File: config.mk
export PLATFORM = sky130hd
export DESIGN_NAME = sp_regfile
export DESIGN_NICKNAME = d
export VERILOG_FILES = /design/src/rtl/rf_pkg.sv /design/src/rtl/rf_reg_slot.sv /design/src/rtl/rf_read_port.sv /design/src/rtl/sp_regfile.sv
export SDC_FILE = /design/constraint.sdc
export NUM_CORES = 1
export LEC_CHECK = 0
export BUFFER_PORTS_ARGS = -buffer_cell sky130_fd_sc_hd__buf_2
export CAP_MARGIN = 0
export CORE_MARGIN = 4
export CORE_UTILIZATION = 40
export DETAILED_ROUTE_END_ITERATION = 8
export SLEW_MARGIN = 20
export SYNTH_ARGS = -nofsm -noshare
export SYNTH_HDL_FRONTEND = slang
export SYNTH_SLANG_ARGS = --single-unit
File: constraint.sdc
create_clock -name clk -period 13.2 [get_ports clk]
set_input_delay 0.66 -clock clk [delete_from_list [all_inputs] [get_ports clk]]
set_output_delay 0.66 -clock clk [all_outputs]
set_load 0.01 [all_outputs]
File: src/rtl/rf_pkg.sv
package rf_pkg;
    localparam int DATA_W   = 16;
    localparam int NUM_REGS = 16;
    localparam int IDX_W    = $clog2(NUM_REGS);
    localparam int BYTE_W   = 8;

    localparam int PC_IDX = 0;
    localparam int SP_IDX = 1;
    localparam int SR_IDX = 2;
    localparam int CG_IDX = 3;

    // status word field positions
    localparam int SR_C_BIT   = 0;
    localparam int SR_Z_BIT   = 1;
    localparam int SR_N_BIT   = 2;
    localparam int SR_GIE_BIT = 3;
    localparam int SR_LPM_LO  = 4;
    localparam int SR_LPM_W   = 4;
    localparam int SR_V_BIT   = 8;

    typedef logic [DATA_W-1:0] word_t;
    typedef logic [IDX_W-1:0]  idx_t;

    typedef enum logic {
        SZ_WORD = 1'b0,
        SZ_BYTE = 1'b1
    } size_e;

    typedef struct packed {
        logic  en;
        idx_t  idx;
        size_e size;
        word_t data;
    } wr_req_t;

    typedef struct packed {
        logic  en;
        idx_t  idx;
        size_e size;
    } inc_req_t;

    // byte results are zero-extended into the register
    function automatic word_t size_fit(word_t d, size_e s);
        if (s == SZ_BYTE)
            return {{(DATA_W-BYTE_W){1'b0}}, d[BYTE_W-1:0]};
        return d;
    endfunction

    // pointer step: fixed 2 for PC/SP, none for SR/CG, operand size otherwise
    function automatic word_t inc_step(idx_t i, size_e s);
        if (i == idx_t'(PC_IDX) || i == idx_t'(SP_IDX))
            return word_t'(2);
        if (i == idx_t'(SR_IDX) || i == idx_t'(CG_IDX))
            return '0;
        return (s == SZ_BYTE) ? word_t'(1) : word_t'(2);
    endfunction
endpackage

File: src/rtl/rf_reg_slot.sv
module rf_reg_slot
    import rf_pkg::*;
#(
    parameter bit ALIGN = 1'b0
) (
    input  logic  clk,
    input  logic  rst,
    input  word_t rst_val,
    input  logic  wr_hit,
    input  word_t wr_val,
    input  logic  inc_hit,
    input  word_t step,
    output word_t q
);
    localparam word_t KEEP = ALIGN ? ~word_t'(1) : '1;

    word_t nxt;

    always_comb begin
        if (wr_hit)
            nxt = wr_val;
        else if (inc_hit)
            nxt = q + step;
        else
            nxt = q;
    end

    always_ff @(posedge clk) begin
        if (rst)
            q <= rst_val & KEEP;
        else
            q <= nxt & KEEP;
    end
endmodule

File: src/rtl/rf_read_port.sv
module rf_read_port
    import rf_pkg::*;
(
    input  word_t [NUM_REGS-1:0] regs,
    input  idx_t                 idx,
    output word_t                data
);
    always_comb begin
        if (idx == idx_t'(CG_IDX))
            data = '0;
        else
            data = regs[idx];
    end
endmodule

File: src/rtl/sp_regfile.sv
module sp_regfile
    import rf_pkg::*;
(
    input  logic                 clk,
    input  logic                 rst,
    input  logic [DATA_W-1:0]    pc_reset_val,
    input  logic                 wr_en,
    input  logic [IDX_W-1:0]     wr_idx,
    input  logic                 wr_byte,
    input  logic [DATA_W-1:0]    wr_data,
    input  logic                 inc_en,
    input  logic [IDX_W-1:0]     inc_idx,
    input  logic                 inc_byte,
    input  logic [IDX_W-1:0]     rd_a_idx,
    output logic [DATA_W-1:0]    rd_a_data,
    input  logic [IDX_W-1:0]     rd_b_idx,
    output logic [DATA_W-1:0]    rd_b_data,
    output logic [DATA_W-1:0]    pc_q,
    output logic [DATA_W-1:0]    sp_q,
    output logic [DATA_W-1:0]    sr_q,
    output logic [3:0]           sr_flags,
    output logic                 sr_gie,
    output logic [SR_LPM_W-1:0]  sr_lpm
);
    wr_req_t wr;
    inc_req_t inc;
    word_t wr_val;
    word_t step;
    word_t [NUM_REGS-1:0] regs;

    assign wr  = '{en: wr_en, idx: wr_idx, size: size_e'(wr_byte), data: wr_data};
    assign inc = '{en: inc_en, idx: inc_idx, size: size_e'(inc_byte)};

    assign wr_val = size_fit(wr.data, wr.size);
    assign step   = inc_step(inc.idx, inc.size);

    for (genvar i = 0; i < NUM_REGS; i++) begin : g_slot
        if (i == CG_IDX) begin : g_sink
            assign regs[i] = '0;
        end else begin : g_reg
            logic wr_hit;
            logic inc_hit;
            assign wr_hit  = wr.en && (wr.idx == idx_t'(i));
            assign inc_hit = inc.en && (inc.idx == idx_t'(i)) && (step != '0);
            rf_reg_slot #(.ALIGN(i == PC_IDX)) u_slot (
                .clk     (clk),
                .rst     (rst),
                .rst_val ((i == PC_IDX) ? pc_reset_val : '0),
                .wr_hit  (wr_hit),
                .wr_val  (wr_val),
                .inc_hit (inc_hit),
                .step    (step),
                .q       (regs[i])
            );
        end
    end

    rf_read_port u_rd_a (.regs(regs), .idx(rd_a_idx), .data(rd_a_data));
    rf_read_port u_rd_b (.regs(regs), .idx(rd_b_idx), .data(rd_b_data));

    assign pc_q     = regs[PC_IDX];
    assign sp_q     = regs[SP_IDX];
    assign sr_q     = regs[SR_IDX];
    assign sr_flags = {regs[SR_IDX][SR_V_BIT], regs[SR_IDX][SR_N_BIT],
                       regs[SR_IDX][SR_Z_BIT], regs[SR_IDX][SR_C_BIT]};
    assign sr_gie   = regs[SR_IDX][SR_GIE_BIT];
    assign sr_lpm   = regs[SR_IDX][SR_LPM_LO +: SR_LPM_W];

    // ---------------- assertions ----------------
    assert_sink_zero_R3: assert property (@(posedge clk) disable iff (rst)
        (rd_a_idx == idx_t'(CG_IDX)) |-> (rd_a_data == '0 && regs[CG_IDX] == '0));

    assert_byte_upper_R5: assert property (@(posedge clk) disable iff (rst)
        (wr_en && wr_byte && wr_idx != idx_t'(CG_IDX))
        |=> (regs[$past(wr_idx)][DATA_W-1:BYTE_W] == '0));

    assert_pc_even_R6: assert property (@(posedge clk) disable iff (rst)
        pc_q[0] == 1'b0);

    assert_pc_step_R7: assert property (@(posedge clk) disable iff (rst)
        (inc_en && inc_idx == idx_t'(PC_IDX) && !(wr_en && wr_idx == idx_t'(PC_IDX)))
        |=> (pc_q == $past(pc_q) + word_t'(2)));

    assert_sr_hold_R9: assert property (@(posedge clk) disable iff (rst)
        (inc_en && inc_idx == idx_t'(SR_IDX) && !(wr_en && wr_idx == idx_t'(SR_IDX)))
        |=> $stable(sr_q));

    assert_wr_wins_R10: assert property (@(posedge clk) disable iff (rst)
        (wr_en && inc_en && wr_idx == inc_idx && !wr_byte
         && wr_idx != idx_t'(CG_IDX) && wr_idx != idx_t'(PC_IDX))
        |=> (regs[$past(wr_idx)] == $past(wr_data)));
endmodule

==> results_dict.tcl, run 1 <==
set metrics [dict create \
    final_util_pct 45.0 \
    die_w_um 214 \
    num-nets-final 2045 \
    cp-end-kind "output pin" \
    gp_congestion 0.902 \
    die_area_um2 45900 \
    slew_violations 0 \
    cp.arrival_ns 3.21 \
    status "finished, final reports clean" \
    yosysSeqAreaShare_pct 29.0 \
    drt_iter0_markers 2007 \
    peakVddDrop_v 0.0000899 \
    slowest_delay_ns 0.66 \
    fill_cells 4034 \
    p_clk_share_pct 45.0 \
    p_comb_share_pct 12.1 \
    drc 0 \
    wl_um 62900 \
    slew_headroom_pct 27.3 \
    path_clk_slew_ns 0.06 \
    power_density_nw_per_um2 96.6 \
    switching_power_w 0.000510 \
    finClkSkew_ns 0.00975 \
    ys_seq_elements 239 \
    overflow 0 \
    crit_type "in -> out" \
    synth-async-reset-ratio_pct 0 \
    initial_utilization_pct 40.5 \
    worst-path-buf-inv 3 \
    cts_tree "yes" \
    cts_setup_buffers 0 \
    cp_cell_sequence "buf_4 -> buf_4 -> mux4_2 -> mux4_2 -> buf_2" \
    clk_latency_ns 0.56 \
    max_freq_ghz 0.258 \
    largest_register_ffs 239 \
    grtUsageTotal_pct 26.3 \
    vias_per_cell 6.32 \
    cp.required_ns 12.54 \
    drt-wirelength-per-cell_um 25.0 \
    crit_fanout 42 \
    yosysWarnings 0 \
    critical-path-top-delay-family "multiplexers" \
    cts_buffers 29 \
    critPathLaunchType "input port" \
    grt_setup_unrepaired "no" \
    synthToLayoutAreaGrowth_pct 11.0 \
    hold_viol_final 0 \
    die_h_um 214 \
    drt-pass1-iter-count 5 \
    hold_class "in -> reg" \
    grt_max_degree 92 \
    dp_cells 2457 \
    layout_min_cycle_time_ns 3.87 \
    yosysUniqueCellTypes 56 \
    vias 15885 \
    rows 75 \
    synth_area_um2 17000 \
    pin_count 143 \
    core_area_um2 42000 \
    p_leak_nw 6.59 \
    grt_pass1_vias 14735 \
    avgSynthCellArea_um2 8.85 \
    seqPwrFrac_pct 42.8 \
    cts_hold_buf 0 \
    grt_pass1_wl_um 94500 \
    drive_gt1_share_pct 18.3 \
    cts.repair.resized 0 \
    period_share_pct 29.3 \
    port_buffers 140 \
    postSynthNetCount 2020 \
    route.antenna.remaining_nets 0 \
    maxCapViolCount 0 \
    fin_cells 2512 \
    p_sw_share_pct 27.9 \
    dp_hpwl_um 45500 \
    tns_ns 0 \
    synth_edf_count 15 \
    syn_inst 1924 \
    cts_max_path_buffers 3 \
    grt_antenna_before_repair 4 \
    synth_ff_type "dfxtp_1" \
    worst_pin_slew_ns 1.09 \
    cts_sinks 239 \
    top_register "g_slot.g_reg.u_slot.q" \
    clock-root-buffer "clkbuf_16" \
    intPower_w 0.00132 \
    top_regs "g_slot.g_reg.u_slot.q (239)" \
    setup_viol 0 \
    crit_slowest_cell "buf_4" \
    cts-htree-levels 1 \
]
==> synth_stat cells, drive strengths merged, types with 17 or more instances <==
| master | instances | share of area [%] |
|---|---|---|
| nor2 | 253 | 5.6 |
| a211oi | 160 | 7.1 |
| dfxtp | 224 | 26 |
| ha | 29 | 2.1 |
| a21oi | 39 | 1.1 |
| o21ai | 99 | 2.9 |
| mux4 | 112 | 15 |
| nor4 | 24 | 1.0 |
| inv | 27 | 0.60 |
| clkbuf | 132 | 2.9 |
| and3 | 17 | 0.62 |
| buf | 40 | 1.3 |
| nand3 | 66 | 1.9 |
| nand2 | 193 | 4.3 |
| or3 | 23 | 0.84 |
| mux2i | 47 | 2.8 |
| nand4 | 47 | 1.7 |
| a311oi | 47 | 2.4 |
| xnor2 | 77 | 4.0 |
| xor2 | 95 | 4.9 |
| nor3 | 28 | 0.82 |
| nor2b | 17 | 0.62 |
==> power by group through the flow <==
stage / registers [W] / logic [W] / clock network, W
2_1_floorplan: 0.000785 / 0.000143 / 0
3_3_place_gp: 0.000796 / 0.000215 / 0
3_5_place_dp: 0.000797 / 0.000218 / 0
4_1_cts: 0.000781 / 0.000219 / 0.000829
5_1_grt: 0.000785 / 0.000236 / 0.000856
6_report: 0.000782 / 0.000222 / 0.000822
==> placed cells by master (no fill, tap or decap), types with 27 or more instances in the layout <==
cell type and count:
nor2_1 251, nand3_1 65, ha_1 29, o21ai_0 99, a211oi_1 159, a21oi_1 38, dfxtp_1 224, mux4_2 112
inv_1 27, nand2_1 189, clkbuf_16 30, mux2i_1 47, nand4_1 47, xnor2_1 77, a311oi_1 47, nor3_1 27
buf_4 29, xor2_1 95, buf_2 136
==> final cells by class <==
| class | count | area [µm²] | area share (%) |
|---|---|---|---|
| flip-flops and latches | 239 | 4930 | 26.1 |
| repair buffers | 166 | 912 | 4.82 |
| multi-input cells | 1486 | 11300 | 59.9 |
| diodes | 2 | 5.00 | 0.0265 |
| well taps | 539 | 674 | 3.57 |
| clock inverters | 10 | 106 | 0.562 |
| inverters | 27 | 101 | 0.536 |
| clock buffers | 43 | 860 | 4.54 |
==> per-layer routing <==
metal  up-vias  global-route usage [%]  part of all wire (%)
met5         -                       0                 0.056
li1       7165                       -                     -
met2       777                    40.8                    44
met3       134                    4.52                   9.3
met1      7805                    37.1                    42
met4         4                    9.06                   4.4
==> logic make-up after synthesis <==
logic type,share of synthesized area (%)
fa+ha+maj,3.66
simple gates,20.9
other cells,0.0220
compound gates,14.3
flops,29.0
xor+xnor,8.85
mux,18.6
buf+inv,4.80
==> final timing paths <==
| check | startpoint | endpoint | slack (ns) | depth (start not counted) |
|---|---|---|---|---|
| worst max-delay path | rd_b_idx[1] | rd_b_data[10] | 9.33 | 5 |
| worst min register to register | g_slot[2].g_reg.u_slot.q[14] | g_slot[2].g_reg.u_slot.q[14] | 0.49 | 2 |
| worst max register to register | g_slot[14].g_reg.u_slot.q[1] | g_slot[14].g_reg.u_slot.q[15] | 10.78 | 6 |
| worst min-delay path | pc_reset_val[4] | g_slot[0].g_reg.u_slot.q[4] | 0.39 | 3 |
==> stage by stage <==
stage / hold slack, ns / worst slack (ns) / area [µm²] / power (W)
after floorplan: 0.483 / 8.12 / 17000 / 0.000928
after global placement: 0.475 / 9.01 / 17900 / 0.00101
after detailed placement: 0.496 / 8.94 / 17900 / 0.00101
after CTS: 0.370 / 9.34 / 18900 / 0.00183
after global routing: 0.394 / 9.09 / 18900 / 0.00188
final: 0.387 / 9.33 / 18900 / 0.00183
==> tightest hold or removal path: stages <==
cell	delay, ns
buf_2	0.07
nand2_1	0.04
o21ai_0	0.05
Note: power is estimated with default switching activity, not from simulation.
==> run 2, diff against run 1 <==
==> constraint.sdc (replaced) <==
create_clock -name clk -period 4 [get_ports clk]
set_input_delay 0.2 -clock clk [delete_from_list [all_inputs] [get_ports clk]]
set_output_delay 0.2 -clock clk [all_outputs]
set_load 0.01 [all_outputs]
==> run 2 against run 1 <==
Cell count grew 1.4%. Flip-flop and latch count unchanged. Sequential power rose to 3.3 times the previous value. Die area stayed put. Count of clock-buffer cells in the layout is 7 lower. Core utilization is 0.78 points higher. Critical path depth unchanged. Critical path type is now reg -> out. Critical endpoint is now rd_a_data[3]. Largest cell class unchanged.
==> results_dict.tcl, run 2 (synthesis results as in run 1) <==
set metrics [dict create \
    status "finished, final reports clean" \
    fill_cells 4025 \
    maxCapViolCount 0 \
    setup_viol 0 \
    vias 16062 \
    cp.arrival_ns 2.60 \
    clock-root-buffer "clkbuf_16" \
    finClkSkew_ns 0.00852 \
    dp_cells 2478 \
    hold_ws_ns 0.0265 \
    synthToLayoutAreaGrowth_pct 13.0 \
    cts_max_path_buffers 3 \
    grt_setup_unrepaired "no" \
    tns_ns 0 \
    num-nets-final 2080 \
    wl_um 65700 \
    r2r_setup_slack_ns 1.42 \
    top_register "g_slot.g_reg.u_slot.q" \
    ff_latch_area_um2 4930 \
    mostFrequentLayoutCells "nor2_1, dfxtp_1, nand2_1, a211oi_1, buf_2" \
    path_clk_slew_ns 0.06 \
    critPathLaunchType "flip-flop" \
    core_area_um2 42000 \
    initial_utilization_pct 40.5 \
    drc 0 \
    route.antenna.remaining_nets 0 \
    period_share_pct 70.1 \
    die_h_um 214 \
    worst-path-buf-inv 1 \
    cts_tree "yes" \
    cts_sinks 239 \
    grt_max_degree 153 \
    multiInputGateArea_um2 11300 \
    cp-end-kind "output pin" \
    pre_cts_ws_ns 0.957 \
    overflow 0 \
    clk_latency_ns 0.56 \
    hold_class "in -> reg" \
    port_buffers 140 \
    crit_type "reg -> out" \
    worst_pin_slew_ns 1.10 \
    drt_iter0_markers 1689 \
    grt_pass1_vias 15086 \
    slowest_delay_ns 0.54 \
    gp_congestion 0.953 \
    layout_min_cycle_time_ns 2.80 \
    drive_gt1_share_pct 18.7 \
    final_common_cell "nor2_1" \
    slew_violations 0 \
    drt-pass1-iter-count 5 \
    peakVddDrop_v 0.000311 \
    power_density_nw_per_um2 318 \
    setup_ws_ns 1.20 \
    critical-path-top-delay-family "compound AO/OA/AOI/OAI gates" \
    cp.required_ns 3.80 \
    largest_register_ffs 239 \
    final_util_pct 45.8 \
    cp_cell_sequence "mux2i_1 -> o21ai_0 -> mux2i_1 -> o21ai_0 -> buf_2" \
    cts.repair.resized 0 \
    hold_viol_final 0 \
    grt_antenna_before_repair 4 \
    drt-wirelength-per-cell_um 25.8 \
    cts-htree-levels 1 \
    die_w_um 214 \
    slew_headroom_pct 26.6 \
    cts_buffers 29 \
    max_freq_ghz 0.357 \
    p_leak_nw 6.77 \
    fin_cells 2547 \
    die_area_um2 45900 \
    dp_hpwl_um 47200 \
    top_regs "g_slot.g_reg.u_slot.q (239)" \
    vias_per_cell 6.31 \
    crit_fanout 8 \
    grt_pass1_wl_um 98600 \
    crit_slowest_cell "edfxtp_1" \
    pin_count 143 \
    grtUsageTotal_pct 27.5 \
    rows 75 \
]
[run 2: changes by cell type in the layout (fill, tap and decap cells not counted), sizes merged]
cell	before	now
clkinvlp	1	0
buf	165	186
dlygate4sd3	0	14
clkinv	7	13
clkbuf	44	37
bufinv	2	4
[run 2: worst paths after layout]
path / from / end / cells past startpoint
hold reg to reg: g_slot[2].g_reg.u_slot.q[15] / g_slot[2].g_reg.u_slot.q[15] / 2
setup reg to reg: g_slot[1].g_reg.u_slot.q[0] / g_slot[1].g_reg.u_slot.q[8] / 5
hold / removal: pc_reset_val[9] / g_slot[0].g_reg.u_slot.q[9] / 3
setup / recovery: g_slot[0].g_reg.u_slot.q[3] / rd_a_data[3] / 5
[run 2: layout make-up]
cell class | instances | share of cell area [%]
Multi-Input combinational cell | 1486 | 58.8
Sequential cell | 239 | 25.6
Timing Repair Buffer | 201 | 6.42
Clock buffer | 36 | 4.17
Tap cell | 539 | 3.51
Clock inverter | 17 | 0.917
Inverter | 27 | 0.527
Antenna cell | 2 | 0.0260
[run 2: tightest hold or removal path, cell delays in order]
cell     delay, ns
buf_2         0.09
inv_1         0.05
a21oi_1       0.07
[run 2: layer usage]
metal  up-vias  GRT usage [%]  wire, µm
li1       7236              -         -
met5         -              0        20
met1      7787           37.7     26700
met3       157           4.73      6400
met2       878           43.8     29800
met4         4           10.2      2770
[run 2: stage by stage]
stage	total power [W]	instance area (µm²)
2_1_floorplan	0.00306	17000
3_3_place_gp	0.00336	18100
3_5_place_dp	0.00337	18100
4_1_cts	0.00613	19200
5_1_grt	0.00630	19200
6_report	0.00613	19200
[run 2: power by group]
part	total, W	switching [W]	internal [W]
Clock	0.00278	0.00111	0.00166
Combinational	0.000766	0.000477	0.000289
Sequential	0.00258	0.000114	0.00247
[run 2: what timing repair did]
item / CTS / global route
buffers inserted: 0 / 0
hold buffers: 14 / 0
endpoints found under the hold margin: 14 / 0
